<file path="config.mk">
export PLATFORM = sky130hd
export DESIGN_NAME = pser_loader
export DESIGN_NICKNAME = d
export VERILOG_FILES = /design/src/rtl/pser_pkg.sv /design/src/rtl/pser_tick.sv /design/src/rtl/pser_sync.sv /design/src/rtl/pser_shift.sv /design/src/rtl/pser_loader.sv
export SDC_FILE = /design/constraint.sdc
export NUM_CORES = 1
export LEC_CHECK = 0
export BUFFER_PORTS_ARGS = -buffer_cell sky130_fd_sc_hd__buf_2
export CAP_MARGIN = 20
export CORE_UTILIZATION = 45
export CTS_CLUSTER_SIZE = 28
export DETAILED_ROUTE_END_ITERATION = 8
export HOLD_SLACK_MARGIN = 0.1
export PLACE_DENSITY = 0.71
export SLEW_MARGIN = 30
export SYNTH_ARGS = -nofsm -noshare
export SYNTH_HDL_FRONTEND = slang
export SYNTH_SLANG_ARGS = --single-unit
</file>
<file path="constraint.sdc">
create_clock -name clk -period 2.42 [get_ports clk]
set_input_delay 0.484 -clock clk [delete_from_list [all_inputs] [get_ports clk]]
set_output_delay 0.484 -clock clk [all_outputs]
set_load 0.05 [all_outputs]
</file>
<file path="src/rtl/pser_pkg.sv">
package pser_pkg;

    typedef enum logic [2:0] {
        ST_IDLE,
        ST_RST,
        ST_POLL,
        ST_SETTLE,
        ST_STREAM,
        ST_CHECK,
        ST_TAIL
    } pser_state_e;

    localparam logic [2:0] ERR_NONE    = 3'd0;
    localparam logic [2:0] ERR_BADREQ  = 3'd1;
    localparam logic [2:0] ERR_NOACK   = 3'd2;
    localparam logic [2:0] ERR_NOTRDY  = 3'd3;
    localparam logic [2:0] ERR_CFG     = 3'd4;
    localparam logic [2:0] ERR_CFGDLOW = 3'd5;

    function automatic int ceil_div(input int a, input int b);
        return (a + b - 1) / b;
    endfunction

    function automatic int max2(input int a, input int b);
        return (a > b) ? a : b;
    endfunction

endpackage

</file>
<file path="src/rtl/pser_tick.sv">
module pser_tick #(
    parameter int DIV = 50
) (
    input  logic clk,
    input  logic rst_n,
    input  logic clr_i,
    output logic tick_o
);
    localparam int CW = (DIV > 1) ? $clog2(DIV) : 1;

    logic [CW-1:0] cnt_d, cnt_q;

    assign tick_o = (cnt_q == CW'(DIV - 1));

    always_comb begin
        if (clr_i || tick_o) cnt_d = '0;
        else                 cnt_d = cnt_q + CW'(1);
    end

    always_ff @(posedge clk or negedge rst_n) begin
        if (!rst_n) cnt_q <= '0;
        else        cnt_q <= cnt_d;
    end
endmodule

</file>
<file path="src/rtl/pser_sync.sv">
module pser_sync #(
    parameter int W = 2
) (
    input  logic         clk,
    input  logic         rst_n,
    input  logic [W-1:0] async_i,
    output logic [W-1:0] sync_o
);
    for (genvar g = 0; g < W; g++) begin : g_bit
        logic meta_q, hold_q;
        always_ff @(posedge clk or negedge rst_n) begin
            if (!rst_n) begin
                meta_q <= 1'b0;
                hold_q <= 1'b0;
            end else begin
                meta_q <= async_i[g];
                hold_q <= meta_q;
            end
        end
        assign sync_o[g] = hold_q;
    end
endmodule

</file>
<file path="src/rtl/pser_shift.sv">
module pser_shift #(
    parameter int W = 8
) (
    input  logic         clk,
    input  logic         rst_n,
    input  logic         load_i,
    input  logic [W-1:0] byte_i,
    input  logic         rev_i,
    output logic         sclk_o,
    output logic         sdo_o,
    output logic         empty_o
);
    localparam int NW = $clog2(W + 1);

    typedef struct packed {
        logic [W-1:0]  sh;
        logic [NW-1:0] left;
        logic          hi;
    } shf_t;

    shf_t d, q;
    logic [W-1:0] flipped;

    for (genvar g = 0; g < W; g++) begin : g_flip
        assign flipped[g] = byte_i[W-1-g];
    end

    always_comb begin
        d = q;
        if (load_i) begin
            d.sh   = rev_i ? flipped : byte_i;
            d.left = NW'(W);
            d.hi   = 1'b0;
        end else if (q.left != '0) begin
            if (!q.hi) begin
                d.hi = 1'b1;
            end else begin
                d.hi   = 1'b0;
                d.sh   = q.sh >> 1;
                d.left = q.left - NW'(1);
            end
        end
    end

    always_ff @(posedge clk or negedge rst_n) begin
        if (!rst_n) q <= '0;
        else        q <= d;
    end

    assign sclk_o  = q.hi;
    assign sdo_o   = q.sh[0];
    assign empty_o = (q.left == '0);
endmodule

</file>
<file path="src/rtl/pser_loader.sv">
module pser_loader
    import pser_pkg::*;
#(
    parameter int CLK_HZ        = 50_000_000,
    parameter int RST_US        = 2,
    parameter int POLL_US       = 268,
    parameter int MAXW_DEF_US   = 1506,
    parameter int MAXW_ALT_US   = 3000,
    parameter int SETTLE_DEF_US = 2,
    parameter int SETTLE_ALT_US = 10
) (
    input  logic       clk,
    input  logic       rst_n,
    input  logic       start_i,
    input  logic       alt_prof_i,
    input  logic       partial_i,
    input  logic       lsb_first_i,
    input  logic       cd_mon_en_i,
    input  logic [7:0] s_data_i,
    input  logic       s_valid_i,
    input  logic       s_last_i,
    output logic       s_ready_o,
    output logic       tgt_rst_n_o,
    input  logic       tgt_ok_i,
    input  logic       tgt_cfgd_i,
    output logic       sclk_o,
    output logic       sdo_o,
    output logic       busy_o,
    output logic       done_o,
    output logic [2:0] err_o
);
    localparam int CYC_PER_US = CLK_HZ / 1_000_000;
    localparam int NS_DEF     = ceil_div(MAXW_DEF_US, POLL_US);
    localparam int NS_ALT     = ceil_div(MAXW_ALT_US, POLL_US);
    localparam int UMAX       = max2(max2(RST_US, POLL_US), max2(SETTLE_DEF_US, SETTLE_ALT_US));
    localparam int UW         = $clog2(UMAX + 1);
    localparam int SW         = $clog2(max2(NS_DEF, NS_ALT) + 1);

    typedef struct packed {
        pser_state_e   state;
        logic          rst_n_out;
        logic          done;
        logic [2:0]    err;
        logic [UW-1:0] us_left;
        logic [SW-1:0] samp_left;
        logic          alt;
        logic          lsb;
        logic          cdmon;
        logic          last;
    } ctl_t;

    ctl_t d, q;

    logic       tick, tick_clr, expire;
    logic       ok_s, cfgd_s, sh_empty, ld;
    logic [7:0] ld_byte;
    logic [1:0] sync_out;

    pser_tick #(.DIV(CYC_PER_US)) u_tick (
        .clk    (clk),
        .rst_n  (rst_n),
        .clr_i  (tick_clr),
        .tick_o (tick)
    );

    pser_sync #(.W(2)) u_sync (
        .clk     (clk),
        .rst_n   (rst_n),
        .async_i ({tgt_cfgd_i, tgt_ok_i}),
        .sync_o  (sync_out)
    );
    assign ok_s   = sync_out[0];
    assign cfgd_s = sync_out[1];

    pser_shift #(.W(8)) u_shift (
        .clk     (clk),
        .rst_n   (rst_n),
        .load_i  (ld),
        .byte_i  (ld_byte),
        .rev_i   (!q.lsb),
        .sclk_o  (sclk_o),
        .sdo_o   (sdo_o),
        .empty_o (sh_empty)
    );

    assign expire = tick && (q.us_left == UW'(1));

    always_comb begin
        d       = q;
        ld      = 1'b0;
        ld_byte = '0;
        if (tick && q.us_left != '0) d.us_left = q.us_left - UW'(1);
        case (q.state)
            ST_IDLE: begin
                if (start_i) begin
                    d.done = 1'b0;
                    if (partial_i) begin
                        d.err = ERR_BADREQ;
                    end else begin
                        d.err       = ERR_NONE;
                        d.state     = ST_RST;
                        d.rst_n_out = 1'b0;
                        d.us_left   = UW'(RST_US);
                        d.alt       = alt_prof_i;
                        d.lsb       = lsb_first_i;
                        d.cdmon     = cd_mon_en_i;
                        d.last      = 1'b0;
                    end
                end
            end
            ST_RST: begin
                if (expire) begin
                    if (ok_s) begin
                        d.state = ST_IDLE;
                        d.err   = ERR_NOACK;
                    end else begin
                        d.state     = ST_POLL;
                        d.rst_n_out = 1'b1;
                        d.us_left   = UW'(POLL_US);
                        d.samp_left = q.alt ? SW'(NS_ALT) : SW'(NS_DEF);
                    end
                end
            end
            ST_POLL: begin
                if (expire) begin
                    if (ok_s) begin
                        d.state   = ST_SETTLE;
                        d.us_left = q.alt ? UW'(SETTLE_ALT_US) : UW'(SETTLE_DEF_US);
                    end else if (q.samp_left == SW'(1)) begin
                        d.state = ST_IDLE;
                        d.err   = ERR_NOTRDY;
                    end else begin
                        d.samp_left = q.samp_left - SW'(1);
                        d.us_left   = UW'(POLL_US);
                    end
                end
            end
            ST_SETTLE: begin
                if (expire) d.state = ST_STREAM;
            end
            ST_STREAM: begin
                if (sh_empty) begin
                    if (q.last) begin
                        d.state = ST_CHECK;
                    end else if (s_valid_i) begin
                        ld      = 1'b1;
                        ld_byte = s_data_i;
                        d.last  = s_last_i;
                    end
                end
            end
            ST_CHECK: begin
                d.state = ST_IDLE;
                if (!ok_s) begin
                    d.err = ERR_CFG;
                end else if (q.cdmon && !cfgd_s) begin
                    d.err = ERR_CFGDLOW;
                end else begin
                    d.state = ST_TAIL;
                    ld      = 1'b1;
                end
            end
            ST_TAIL: begin
                if (sh_empty) begin
                    d.state = ST_IDLE;
                    d.done  = 1'b1;
                end
            end
            default: d.state = ST_IDLE;
        endcase
    end

    assign tick_clr = (d.state != q.state);

    always_ff @(posedge clk or negedge rst_n) begin
        if (!rst_n) begin
            q           <= '0;
            q.state     <= ST_IDLE;
            q.rst_n_out <= 1'b1;
        end else begin
            q <= d;
        end
    end

    assign s_ready_o   = (q.state == ST_STREAM) && sh_empty && !q.last;
    assign tgt_rst_n_o = q.rst_n_out;
    assign busy_o      = (q.state != ST_IDLE);
    assign done_o      = q.done;
    assign err_o       = q.err;
endmodule

</file>
# ---- Word-level counts from Yosys, hierarchy flattened
# Index checks and enable logic that the tools add are counted.
# W data, S select, Z words.
dict set report totals {
  elab_cells 131
  regBits 48
  input_bits 19
}
dict set report op_classes {
  muxes 59
  eq_ne 22
  n_addsub 4
  reduce_logical 27
  n_bitwise 1
}
# cell count
set op_table {}
lappend op_table {{$mux W13} 4}
lappend op_table {{$mux W3} 14}
lappend op_table {{$mux W8} 5}
lappend op_table {{$mux W16} 2}
lappend op_table {{$mux W9} 3}
lappend op_table {{$pmux W9 S3} 1}
lappend op_table {{$pmux W3 S7} 1}
lappend op_table {{$mux W4} 5}
lappend op_table {{$ne A2 B2 Y1 const B} 10}
lappend op_table {{$mux W17} 1}
lappend op_table {{$mux W1} 14}
lappend op_table {{$mux W12} 1}
lappend op_table {{$pmux W3 S4} 1}
lappend op_table {{$reduce_bool A2 Y1} 6}
lappend op_table {{$eq A3 B3 Y1 const B} 3}
lappend op_table {{$eq A9 B1 Y1 const B} 1}
lappend op_table {{$reduce_bool A9 Y1} 1}
lappend op_table {{$sub A9 B1 Y9 const B} 1}
lappend op_table {{$pmux W1 S2} 4}
lappend op_table {{$pmux W4 S2} 1}
lappend op_table {{$reduce_and A8 Y1} 1}
lappend op_table {{$reduce_bool A4 Y1} 2}
lappend op_table {{$sub A4 B1 Y4 const B} 2}
lappend op_table {{$add A6 B1 Y6 const B} 1}
lappend op_table {{21 further kinds} 28}

# ---- Logic depth before layout (Yosys ltp)
# Gate-level depths: netlist (run 1).
dict set report logic_depth {
  depth_word 9
  mapped_depth 9
}

# ---- By module
# Synthesis (run 1) repeated with hierarchy kept, for this count alone.
dict set report unflattened {
  cells_unflattened 300
  area_unflattened_um2 2945.3
}
# mod area_per_inst_um2 n_inst seq_area_each_um2 cells_per_inst
set by_module_without_submodules {}
lappend by_module_without_submodules {pser_loader 1818.0 1 626.9 194}
lappend by_module_without_submodules {pser_shift 730.7 1 325.3 74}
lappend by_module_without_submodules {pser_tick 281.5 1 150.1 26}
lappend by_module_without_submodules {pser_sync 115.1 1 100.1 6}

# ---- Worst setup path before layout (run 1)
# Ideal clock, no wire load.
dict set report synth_timing {
  path_type {register -> register}
  start {register q[10] (netlist name)}
  end {register q, in the netlist err_o[0]}
  setup_slack_ns -0.226
  t_required_ns 2.292
  path_stages_with_launch 7
  synth_period_minus_slack_ns 2.646
  setup_time_ns 0.128
  arrival_time_ns 2.518
  path_cell_list {dfrtp_1 or4_4 or4_1 buf_2 or3_4 a221o_1 mux2_1}
}
dict set report synth_between {
  elab_chain_cells 4
  elab_cells_between_ends 5
  cone_classes {eq/ne (3); reduce/logical (2)}
}
# element line
set synth_rtl {}
lappend synth_rtl {{start, declared} pser_loader.sv:52} ;# ctl_t d, q;
lappend synth_rtl {{$eq A9 B1 Y1 (*)} pser_loader.sv:86} ;# assign expire = tick && (q.us_left == UW'(1));
lappend synth_rtl {{$logic_and A1 B1 Y1 (*)} pser_loader.sv:86}
lappend synth_rtl {{$ne A2 B2 Y1 (no line)} -}
lappend synth_rtl {{$reduce_and A8 Y1 (no line) (*)} -}
# Mark *: on every way between the ends. The rest lies on a longest branch, timed or not.
# A chain may end at the register's enable or synchronous reset.

# ---- Final worst setup path (run 1)
dict set report layout_timing {
  start {register q[13] (netlist name)}
  end {register q, in the netlist err_o[0]}
}
# The elaborated chain is that of the path after synthesis.

==> results_dict.tcl, run 1 <==
set metrics [dict create \
    fill_cells 518 \
    utilization_pct 57.5 \
    diodes 0 \
    max-vdd-ir-drop_uv 400 \
    dpl.hpwl_um 4110 \
    htreeDepth 2 \
    rr_endpoint "err_o[0]$_DFFE_PN0P_" \
    synth_area_um2 2680 \
    slew_headroom_pct 58.5 \
    reg2regPathDepth 5 \
    cts_tree "done" \
    violations "setup timing" \
    multiInputGateArea_um2 1380 \
    worst_ep_required_time_ps 2630 \
    antenna_found_initial 0 \
    synth_nets 313 \
    crit_arrival_ps 2700 \
    path_class "flop to flop" \
    clk_path_buf_depth 2 \
    crit-reg2reg-launch "q[13]$_DFF_PN0_" \
    timing.final.ws_setup_ps -78.8 \
    ctsHoldBuffers 0 \
    regToRegSetupSlack_ps -80 \
    ys_async_sr_fraction_pct 100 \
    ys_ff_latch 48 \
    power_density_nw_per_um2 453 \
    die_x_um 79.1 \
    rows 27 \
    postRouteAntennaNets 0 \
    hold_ws_ps 246 \
    rsz0062_at_grt "yes" \
    dr.pass1.iters 5 \
    preCtsSetupSlack_ps -110 \
    critPathLaunchType "flop" \
    status "finished with violations" \
    cp_max_fo 3 \
    drtIter0Drc 122 \
    ios 28 \
    leakage_nw 1.49 \
    final.period_utilization_pct 103 \
    start_util_pct 47.7 \
    setup_viol 3 \
    place_congestion 0.790 \
    hp-class "input pin to asynchronous set/reset pin" \
    ys.flop_type "dfrtp_1" \
    cts_buffers 5 \
    seq_area_um2 1200 \
    cp-end-kind "flop" \
    synth_cell_types 54 \
    synthCells 286 \
    groute.usage.overall_pct 20.7 \
    insertion_delay_ps 310 \
    worst_slew_pin_slew_ps 623 \
    fin_nets 365 \
    grt_max_degree 49 \
    drv_cap 0 \
    fin_skew_ps 3.26 \
    drc 0 \
    drv_slew 0 \
    min_period_ps 2500 \
    viasPerCell 5.62 \
    synth_top_area_cell "dfrtp_1" \
    core-area_um2 5610 \
    drive_gt1_share_pct 26.3 \
    synth_area_leaders "dfrtp_1, nor2_1, ha_1" \
    max_freq_mhz 400 \
    synth_edf_count 0 \
    fp.dieArea_um2 6260 \
    area_delta_synth_final_pct 20.5 \
    yosysSeqAreaShare_pct 44.9 \
    avgSynthCellArea_um2 9.35 \
    cts_root_buffer "clkbuf_8" \
    grt_pass1_vias 2176 \
    port_buffers 27 \
    yosysWarnings 0 \
    wl_per_cell_um 14.3 \
    vias 2309 \
    hold_viol 0 \
    setup_tns_ps -172 \
    path_clk_slew_ps 90 \
    yosys.area.top_type_share_pct 44.0 \
    wl_um 5880 \
    die_h_um 79.1 \
    overflow 0 \
    cts.sinks 48 \
    grt_pass1_wl_um 9920 \
]
[cell families (layout without fill, tap and decap cells)]
logic type                 count (synthesis)  after routing  synth area share [%]
DFF                                       48             48                  44.9
AOI/OAI and AO/OA                         69             69                  17.0
and+or+nand+nor                          106            106                  19.6
muxes                                     12             12                  4.63
xor gates and xnor gates                  14             14                  4.58
buffers and inverters                     29             82                  5.52
adders and majority gates                  8              8                  3.74
[layer usage]
metal,track usage (%),vias up,routed length [um]
li1,-,1105,-
met1,27.5,1137,2740
met2,32.0,58,2770
met3,5.86,9,263
met4,8.00,0,100
met5,0,-,0
[synth_stat cells, drive strengths merged (3+ instances only)]
master,instances
nand3,5
mux2i,9
ha,8
o22ai,9
buf,9
clkbuf,5
nor3,7
xnor2,8
nor3b,4
mux2,3
a21oi,10
nand2b,3
nor2,38
xor2,6
dfrtp,47
and3,3
or3,4
inv,15
o21ai,19
a31oi,4
or4,3
nor2b,4
nand2,25
o21a,7
[power by group]
| part | switching [mW] | total (mW) | internal [mW] | leakage [nW] |
|---|---|---|---|---|
| combinational | 0.0350 | 0.0571 | 0.0222 | 0.846 |
| clock | 0.282 | 0.588 | 0.306 | 0.0541 |
| sequential | 0.00687 | 0.815 | 0.808 | 0.586 |
[layout make-up]
| type | instances | share of cell area (%) |
|---|---|---|
| clock buffers | 5 | 2.14 |
| clock inverters | 3 | 1.32 |
| inverters | 15 | 1.75 |
| multi-input cells | 209 | 42.9 |
| flip-flops and latches | 48 | 37.3 |
| well taps | 72 | 2.80 |
| repair buffers | 59 | 11.8 |
[state kept, by name, indices dropped and copies added (netlist names), 2 cells and up]
register and flops:
q 20, u_shift.q 11, u_tick.cnt_q 6, err_o 3
u_sync.g_bit.hold_q 2, u_sync.g_bit.meta_q 2
[placed cells by master (no fill, tap or decap), drive strengths merged, types with 4 or more instances in the layout]
| cell | instances |
|---|---|
| buf | 59 |
| dfrtp | 47 |
| nor2 | 38 |
| nand2 | 25 |
| o21ai | 19 |
| inv | 15 |
| a21oi | 10 |
| mux2i | 9 |
| o22ai | 9 |
| xnor2 | 8 |
| ha | 8 |
| o21a | 7 |
| nor3 | 7 |
| xor2 | 6 |
| nand3 | 5 |
| clkbuf | 5 |
| a31oi | 4 |
| nor3b | 4 |
| nor2b | 4 |
| or3 | 4 |
[how the worst max path moves through the flow]
stage / end / slack, ps / from
after detailed placement: err_o[0]$_DFFE_PN0P_ / -110 / q[13]$_DFF_PN0_
after CTS: err_o[0]$_DFFE_PN0P_ / -50 / q[13]$_DFF_PN0_
after global placement: err_o[0]$_DFFE_PN0P_ / -90 / q[13]$_DFF_PN0_
final: err_o[0]$_DFFE_PN0P_ / -80 / q[13]$_DFF_PN0_
after global routing: err_o[0]$_DFFE_PN0P_ / -120 / q[13]$_DFF_PN0_
after floorplan: err_o[0]$_DFFE_PN0P_ / -190 / q[11]$_DFF_PN0_
[critical path: stages (launching register included)]
cell     delay (ps)
dfrtp_1         390
or4_4           540
or4_4           470
or3_4           350
a221o_1         350
mux2_4          300
[metrics by stage]
stage	instances	cell area [um2]	power (mW)
after global placement	396	3000	0.888
after detailed placement	396	3000	0.889
after floorplan	286	2680	0.849
after global routing	411	3220	1.51
after CTS	405	3140	1.48
final	411	3220	1.46
[timing repair]
item	CTS	global route
pin swaps	1	2
gates resized for setup	4	9
endpoints found under the setup margin	19	21
buffers inserted	1	6
No activity file was read; power rests on OpenSTA's default activity.
==> run 2, diff against run 1 <==
- BUFFER_PORTS_ARGS: -buffer_cell sky130_fd_sc_hd__buf_2 -> default
- CORE_MARGIN: default -> 10
- DONT_BUFFER_PORTS: default -> 1
- PLACE_DENSITY: 0.71 -> 0.67
==> run 2 against run 1 <==
  * The run still ends with setup timing left
  * Hold slack worse by 52 ps
  * Sequential power is 0.6% higher
  * Sequential cell count stayed put
  * Clock-buffer cell count stayed put
  * Cell count is 5.6% lower
  * Non-clock buffer count is 26 lower
  * Sequential share of layout area is 0.59 points higher
  * Clock power is 19% higher
  * First-iteration DRC count is 24% lower
  * Register-to-register slack worse by 20 ps
  * Final area is 1.6% lower
  * Clock skew is 13 ps higher
  * Critical path type unchanged
  * Critical endpoint unchanged
==> results_dict.tcl, run 2 (same netlist as run 1, synthesis figures left out) <==
set metrics [dict create \
    status "finished with violations" \
    violations "setup timing" \
    postRouteAntennaNets 0 \
    drive_gt1_share_pct 20.4 \
    fin_skew_ps 15.8 \
    drc 0 \
    worst_slew_pin_slew_ps 639 \
    core-area_um2 5850 \
    drtIter0Drc 93 \
    crit_chain "or4_4, or4_4, or3_4, a221o_1, mux2_4" \
    leakage_nw 1.40 \
    antenna_found_initial 0 \
    dpl_cell_area_um2 2910 \
    overflow 0 \
    rows 28 \
    critPathLaunchType "flop" \
    cp_max_fo 3 \
    htreeDepth 2 \
    fin_nets 339 \
    timing.final.ws_setup_ps -100 \
    slew_headroom_pct 57.1 \
    grt_pass1_wl_um 10300 \
    setup_viol 3 \
    clk_path_buf_depth 2 \
    reg.largest.list "q: 20 flops, u_shift.q: 11 flops, u_tick.cnt_q: 6 flops" \
    rsz0062_at_grt "yes" \
    fin_cells 388 \
    dpl.hpwl_um 4350 \
    vias 2148 \
    port_buffers 0 \
    postLayoutCellArea_um2 3170 \
    die_h_um 97.1 \
    max-vdd-ir-drop_uv 382 \
    hp-class "input pin to flop" \
    drv_slew 0 \
    path_class "flop to flop" \
    min_period_ps 2520 \
    place_congestion 0.828 \
    hold_ws_ps 194 \
    preCtsSetupSlack_ps -116 \
    insertion_delay_ps 310 \
    slowest_stage "or4_4" \
    ios 28 \
    start_util_pct 45.7 \
    cts.sinks 48 \
    final.period_utilization_pct 104 \
    groute.usage.overall_pct 12.8 \
    layout_common_cells "dfrtp_1, nor2_1, buf_4" \
    largest_reg_flops 20 \
    grt_pass1_vias 2119 \
    cp-end-kind "flop" \
    max_freq_mhz 397 \
    setup_tns_ps -224 \
    hold_viol 0 \
    cts_buffers 5 \
    dr.pass1.iters 4 \
    path_clk_slew_ps 100 \
    cts_root_buffer "clkbuf_8" \
    crit_arrival_ps 2720 \
    area_delta_synth_final_pct 18.6 \
    slowest_delay_ps 520 \
    wl_per_cell_um 15.6 \
    worst_ep_required_time_ps 2620 \
    placed_cells 375 \
    fp.dieArea_um2 9430 \
    wl_um 6040 \
    drv_cap 0 \
    power_density_nw_per_um2 493 \
    viasPerCell 5.54 \
    die_x_um 97.1 \
    diodes 0 \
    cts_tree "done" \
    regMostFlops "q" \
    cpMostUsedCell "or4_4" \
    layout_commonest_cell "dfrtp_1" \
    grt_max_degree 49 \
]
-- run 2: timing repair --
item / in CTS / in global routing
hold buffers: 2 / 0
pin swaps: 1 / 4
resized for setup: 3 / 14
hold endpoints to repair: 48 / 0
setup endpoints to repair: 18 / 21
buffers inserted: 0 / 3
-- run 2: area by class of cell --
class	instances	area, um2
multi-input combinational	209	1400
tap	75	93.8
clock buffer	5	68.8
inverter	15	56.3
fill	510	2680
timing repair buffer	33	287
clock inverter	3	68.8
sequential	48	1200
-- run 2: worst paths after layout --
| check | depth (start not counted) | to | from | slack, ps |
|---|---|---|---|---|
| hold / removal | 0 | u_sync.g_bit[0].meta_q$_DFF_PN0_ | tgt_ok_i | 190 |
| setup / recovery | 5 | err_o[0]$_DFFE_PN0P_ | q[11]$_DFF_PN0_ | -100 |
| hold reg to reg | 0 | u_sync.g_bit[1].hold_q$_DFF_PN0_ | u_sync.g_bit[1].meta_q$_DFF_PN0_ | 380 |
| max in group asynchronous | 2 | tgt_rst_n_o$_DFFE_PN1P_ | rst_n | 1430 |
| setup reg to reg | 5 | err_o[0]$_DFFE_PN0P_ | q[11]$_DFF_PN0_ | -100 |
| min in group asynchronous | 2 | q[16]$_DFF_PN0_ | rst_n | 710 |
-- run 2: critical path, delay by kind of cell, from the launching register on --
family | cells | cell delay, ps
AO/OA/AOI/OAI | 1 | 350
flip-flops | 1 | 410
multiplexers | 1 | 300
AND/OR/NAND/NOR | 3 | 1350
-- run 2: per-layer routing --
layer	track usage [%]	vias up	routed length (um)
met5	0	-	0
met1	16.9	1026	2830
li1	-	1064	-
met4	4.54	0	120
met2	19.4	49	2740
met3	3.84	9	354
-- run 2: power breakdown --
part	switching, mW	internal [mW]	total, mW
Clock	0.285	0.416	0.701
Combinational	0.0259	0.0163	0.0421
Sequential	0.0112	0.808	0.820
-- run 2: per-stage QoR --
stage / util, % / total power, mW
after floorplan: - / 0.849
after global placement: 49.7 / 0.855
after detailed placement: 49.7 / 0.856
after CTS: 52.8 / 1.59
after global routing: 54.2 / 1.62
final: 54.2 / 1.56
==> run 3, diff against run 2 <==
- ABC_AREA: default -> 1
- RECOVER_POWER: default -> 50
==> run 3 against run 2 <==
  * The run now ends clean
  * Clock-buffer cell count is 1 higher
  * Global-route usage is 1.0 points higher
  * Hold slack better by 11 ps
  * Clock power is 3% lower
  * Core utilization is 4.4 points lower
  * Register-to-register slack better by 490 ps
  * Worst setup slack better by 470 ps
  * Clock skew is 4.5 ps lower
  * Power is 2.7% lower
  * Wire length is 15% higher
  * Sequential share of layout area is 0.12 points lower
  * Combinational power is 30% lower
  * Largest cell class unchanged
==> results_dict.tcl, run 3 <==
set metrics [dict create \
    status "completed" \
    synth_top_area_cell "dfrtp_1" \
    grt_max_degree 49 \
    fin_nets 430 \
    port_buffers 0 \
    min_period_ps 2050 \
    core-area_um2 6390 \
    synth_nets 424 \
    preCtsSetupSlack_ps 417 \
    worst_slew_pin_slew_ps 1220 \
    setup_viol 0 \
    fin_cells 481 \
    htreeDepth 2 \
    ys.flop_type "dfrtp_1" \
    regMostFlops "q" \
    path_class "flop to output pin" \
    synthCells 397 \
    viasPerCell 5.33 \
    area_delta_synth_final_pct 7.39 \
    drc 0 \
    diodes 0 \
    dpl.hpwl_um 5240 \
    use_met3_pct 3.40 \
    fill_cells 623 \
    synth_common_cells "nand2_1, inv_1, dfrtp_1, o21ai_0" \
    yosysWarnings 0 \
    rows 29 \
    dr.pass1.iters 5 \
    antenna_found_initial 0 \
    start_util_pct 46.4 \
    final.period_utilization_pct 84.7 \
    power_density_nw_per_um2 478 \
    postLayoutCellArea_um2 3180 \
    ios 28 \
    wl_um 6930 \
    timing.final.ws_setup_ps 371 \
    rsz0062_at_grt "no" \
    synth_xor_area_share_pct 4.43 \
    utilization_pct 49.8 \
    fin_skew_ps 11.4 \
    drv_slew 0 \
    path_clk_slew_ps 90 \
    die_h_um 101 \
    max_freq_mhz 488 \
    synth_edf_count 0 \
    overflow 0 \
    wl_per_cell_um 14.4 \
    hold_ws_ps 206 \
    crit_arrival_ps 1560 \
    cts_tree "done" \
    slowest_stage "dfrtp_1" \
    synth_area_um2 2960 \
    insertion_delay_ps 300 \
    fp.dieArea_um2 10200 \
    reg.largest.list "q: 20 flops, u_shift.q: 11 flops, u_tick.cnt_q: 6 flops" \
    synth.most_common_cell "nand2_1" \
    yosys.area.top_type_share_pct 39.7 \
    die_x_um 101 \
    layout_common_cells "nand2_1, inv_1, dfrtp_1" \
    grt_pass1_wl_um 11800 \
    vias 2562 \
    cts_buffers 5 \
    critPathLaunchType "flop" \
    muxShareOfSynthArea_pct 0 \
    max-vdd-ir-drop_uv 385 \
    busiest_layer "met2" \
    clk_path_buf_depth 2 \
    synth_area_leaders "dfrtp_1, nand2_1, o21ai_0" \
    leakage_nw 1.55 \
    place_congestion 0.985 \
    ys_async_sr_fraction_pct 100 \
    hold_viol 0 \
    cts_root_buffer "clkbuf_8" \
    slowest_delay_ps 370 \
    post_cts_buffers 0 \
    met1_usage_pct 18.0 \
    cp-end-kind "output pin" \
    slew_headroom_pct 18.8 \
    synth_compound_area_share_pct 12.2 \
    crit_chain "inv_1, ha_1, nand2_1, nor3_2, buf_4" \
    yosysSeqAreaShare_pct 40.6 \
    synth_fa_ha_area_share_pct 3.38 \
    avgSynthCellArea_um2 7.47 \
    drtIter0Drc 143 \
    setup_tns_ps 0 \
    synth-simple-area-share_pct 31.0 \
    layout_commonest_cell "nand2_1" \
    drive_gt1_share_pct 9.41 \
    groute.usage.overall_pct 13.9 \
    placed_cells 471 \
    grt_pass1_vias 2516 \
    hp-class "input pin to flop" \
    largest_reg_flops 20 \
    cts.sinks 48 \
    synth_cell_types 30 \
    ys_ff_latch 48 \
    dpl_cell_area_um2 3040 \
    drv_cap 0 \
    finalPower_mw 1.52 \
    cp_max_fo 4 \
    postRouteAntennaNets 0 \
    gr-usage-met2_pct 22.9 \
    worst_ep_required_time_ps 1940 \
    synth_top_family_by_area "simple AND/OR/NAND/NOR gates" \
]
==> run 3: area by class of cell <==
cell class,instances,area [um2],share of cell area (%)
multi-input cells,290,1520,47.6
repair buffers,5,37.5,1.18
inverters,53,199,6.25
well taps,77,96.3,3.03
clock buffers,6,72.6,2.28
clock inverters,2,60.1,1.89
flip-flops and latches,48,1200,37.8
==> run 3: logic make-up after synthesis <==
family	after synthesis
compound gates	65
xor+xnor	15
fa+ha+maj	8
buf+inv	59
flops	48
simple gates	202
==> run 3: power by group <==
group          leakage [nW]  switching (mW)  internal (mW)  total [mW]
clock                0.0654           0.270          0.413       0.683
combinational         0.918          0.0248        0.00444      0.0293
sequential            0.566         0.00334          0.805       0.808
==> run 3: path summary, 6_finish.rpt <==
| check | depth (start not counted) | slack, ps | start | end |
|---|---|---|---|---|
| max | 5 | 370 | u_shift.q[1]$_DFFE_PN0P_ | s_ready_o |
| min | 0 | 210 | tgt_cfgd_i | u_sync.g_bit[1].meta_q$_DFF_PN0_ |
| max reg2reg | 10 | 390 | u_shift.q[1]$_DFFE_PN0P_ | u_shift.q[7]$_DFFE_PN0P_ |
| min reg2reg | 0 | 360 | u_sync.g_bit[1].meta_q$_DFF_PN0_ | u_sync.g_bit[1].hold_q$_DFF_PN0_ |
| max in group asynchronous | 2 | 620 | rst_n | q[8]$_DFF_PN0_ |
| min in group asynchronous | 2 | 1060 | rst_n | err_o[1]$_DFFE_PN0P_ |
==> run 3: worst max-delay path: cells and delay by family, from the launching register on <==
| family | cells | cell delay (ps) |
|---|---|---|
| buffers and inverters | 2 | 340 |
| DFF | 1 | 370 |
| adders and majority gates | 1 | 200 |
| and+or+nand+nor | 2 | 350 |
==> run 3: metal layers <==
layer  up-vias  share of wire (%)
met1      1180                 45
li1       1296                  -
met4         0                1.2
met5         -                  0
met2        74                 47
met3        12                6.5
==> run 3: what timing repair did <==
action	in CTS	in global routing
endpoints found under the hold margin	48	0
gates resized for setup	0	0
hold buffers	2	0
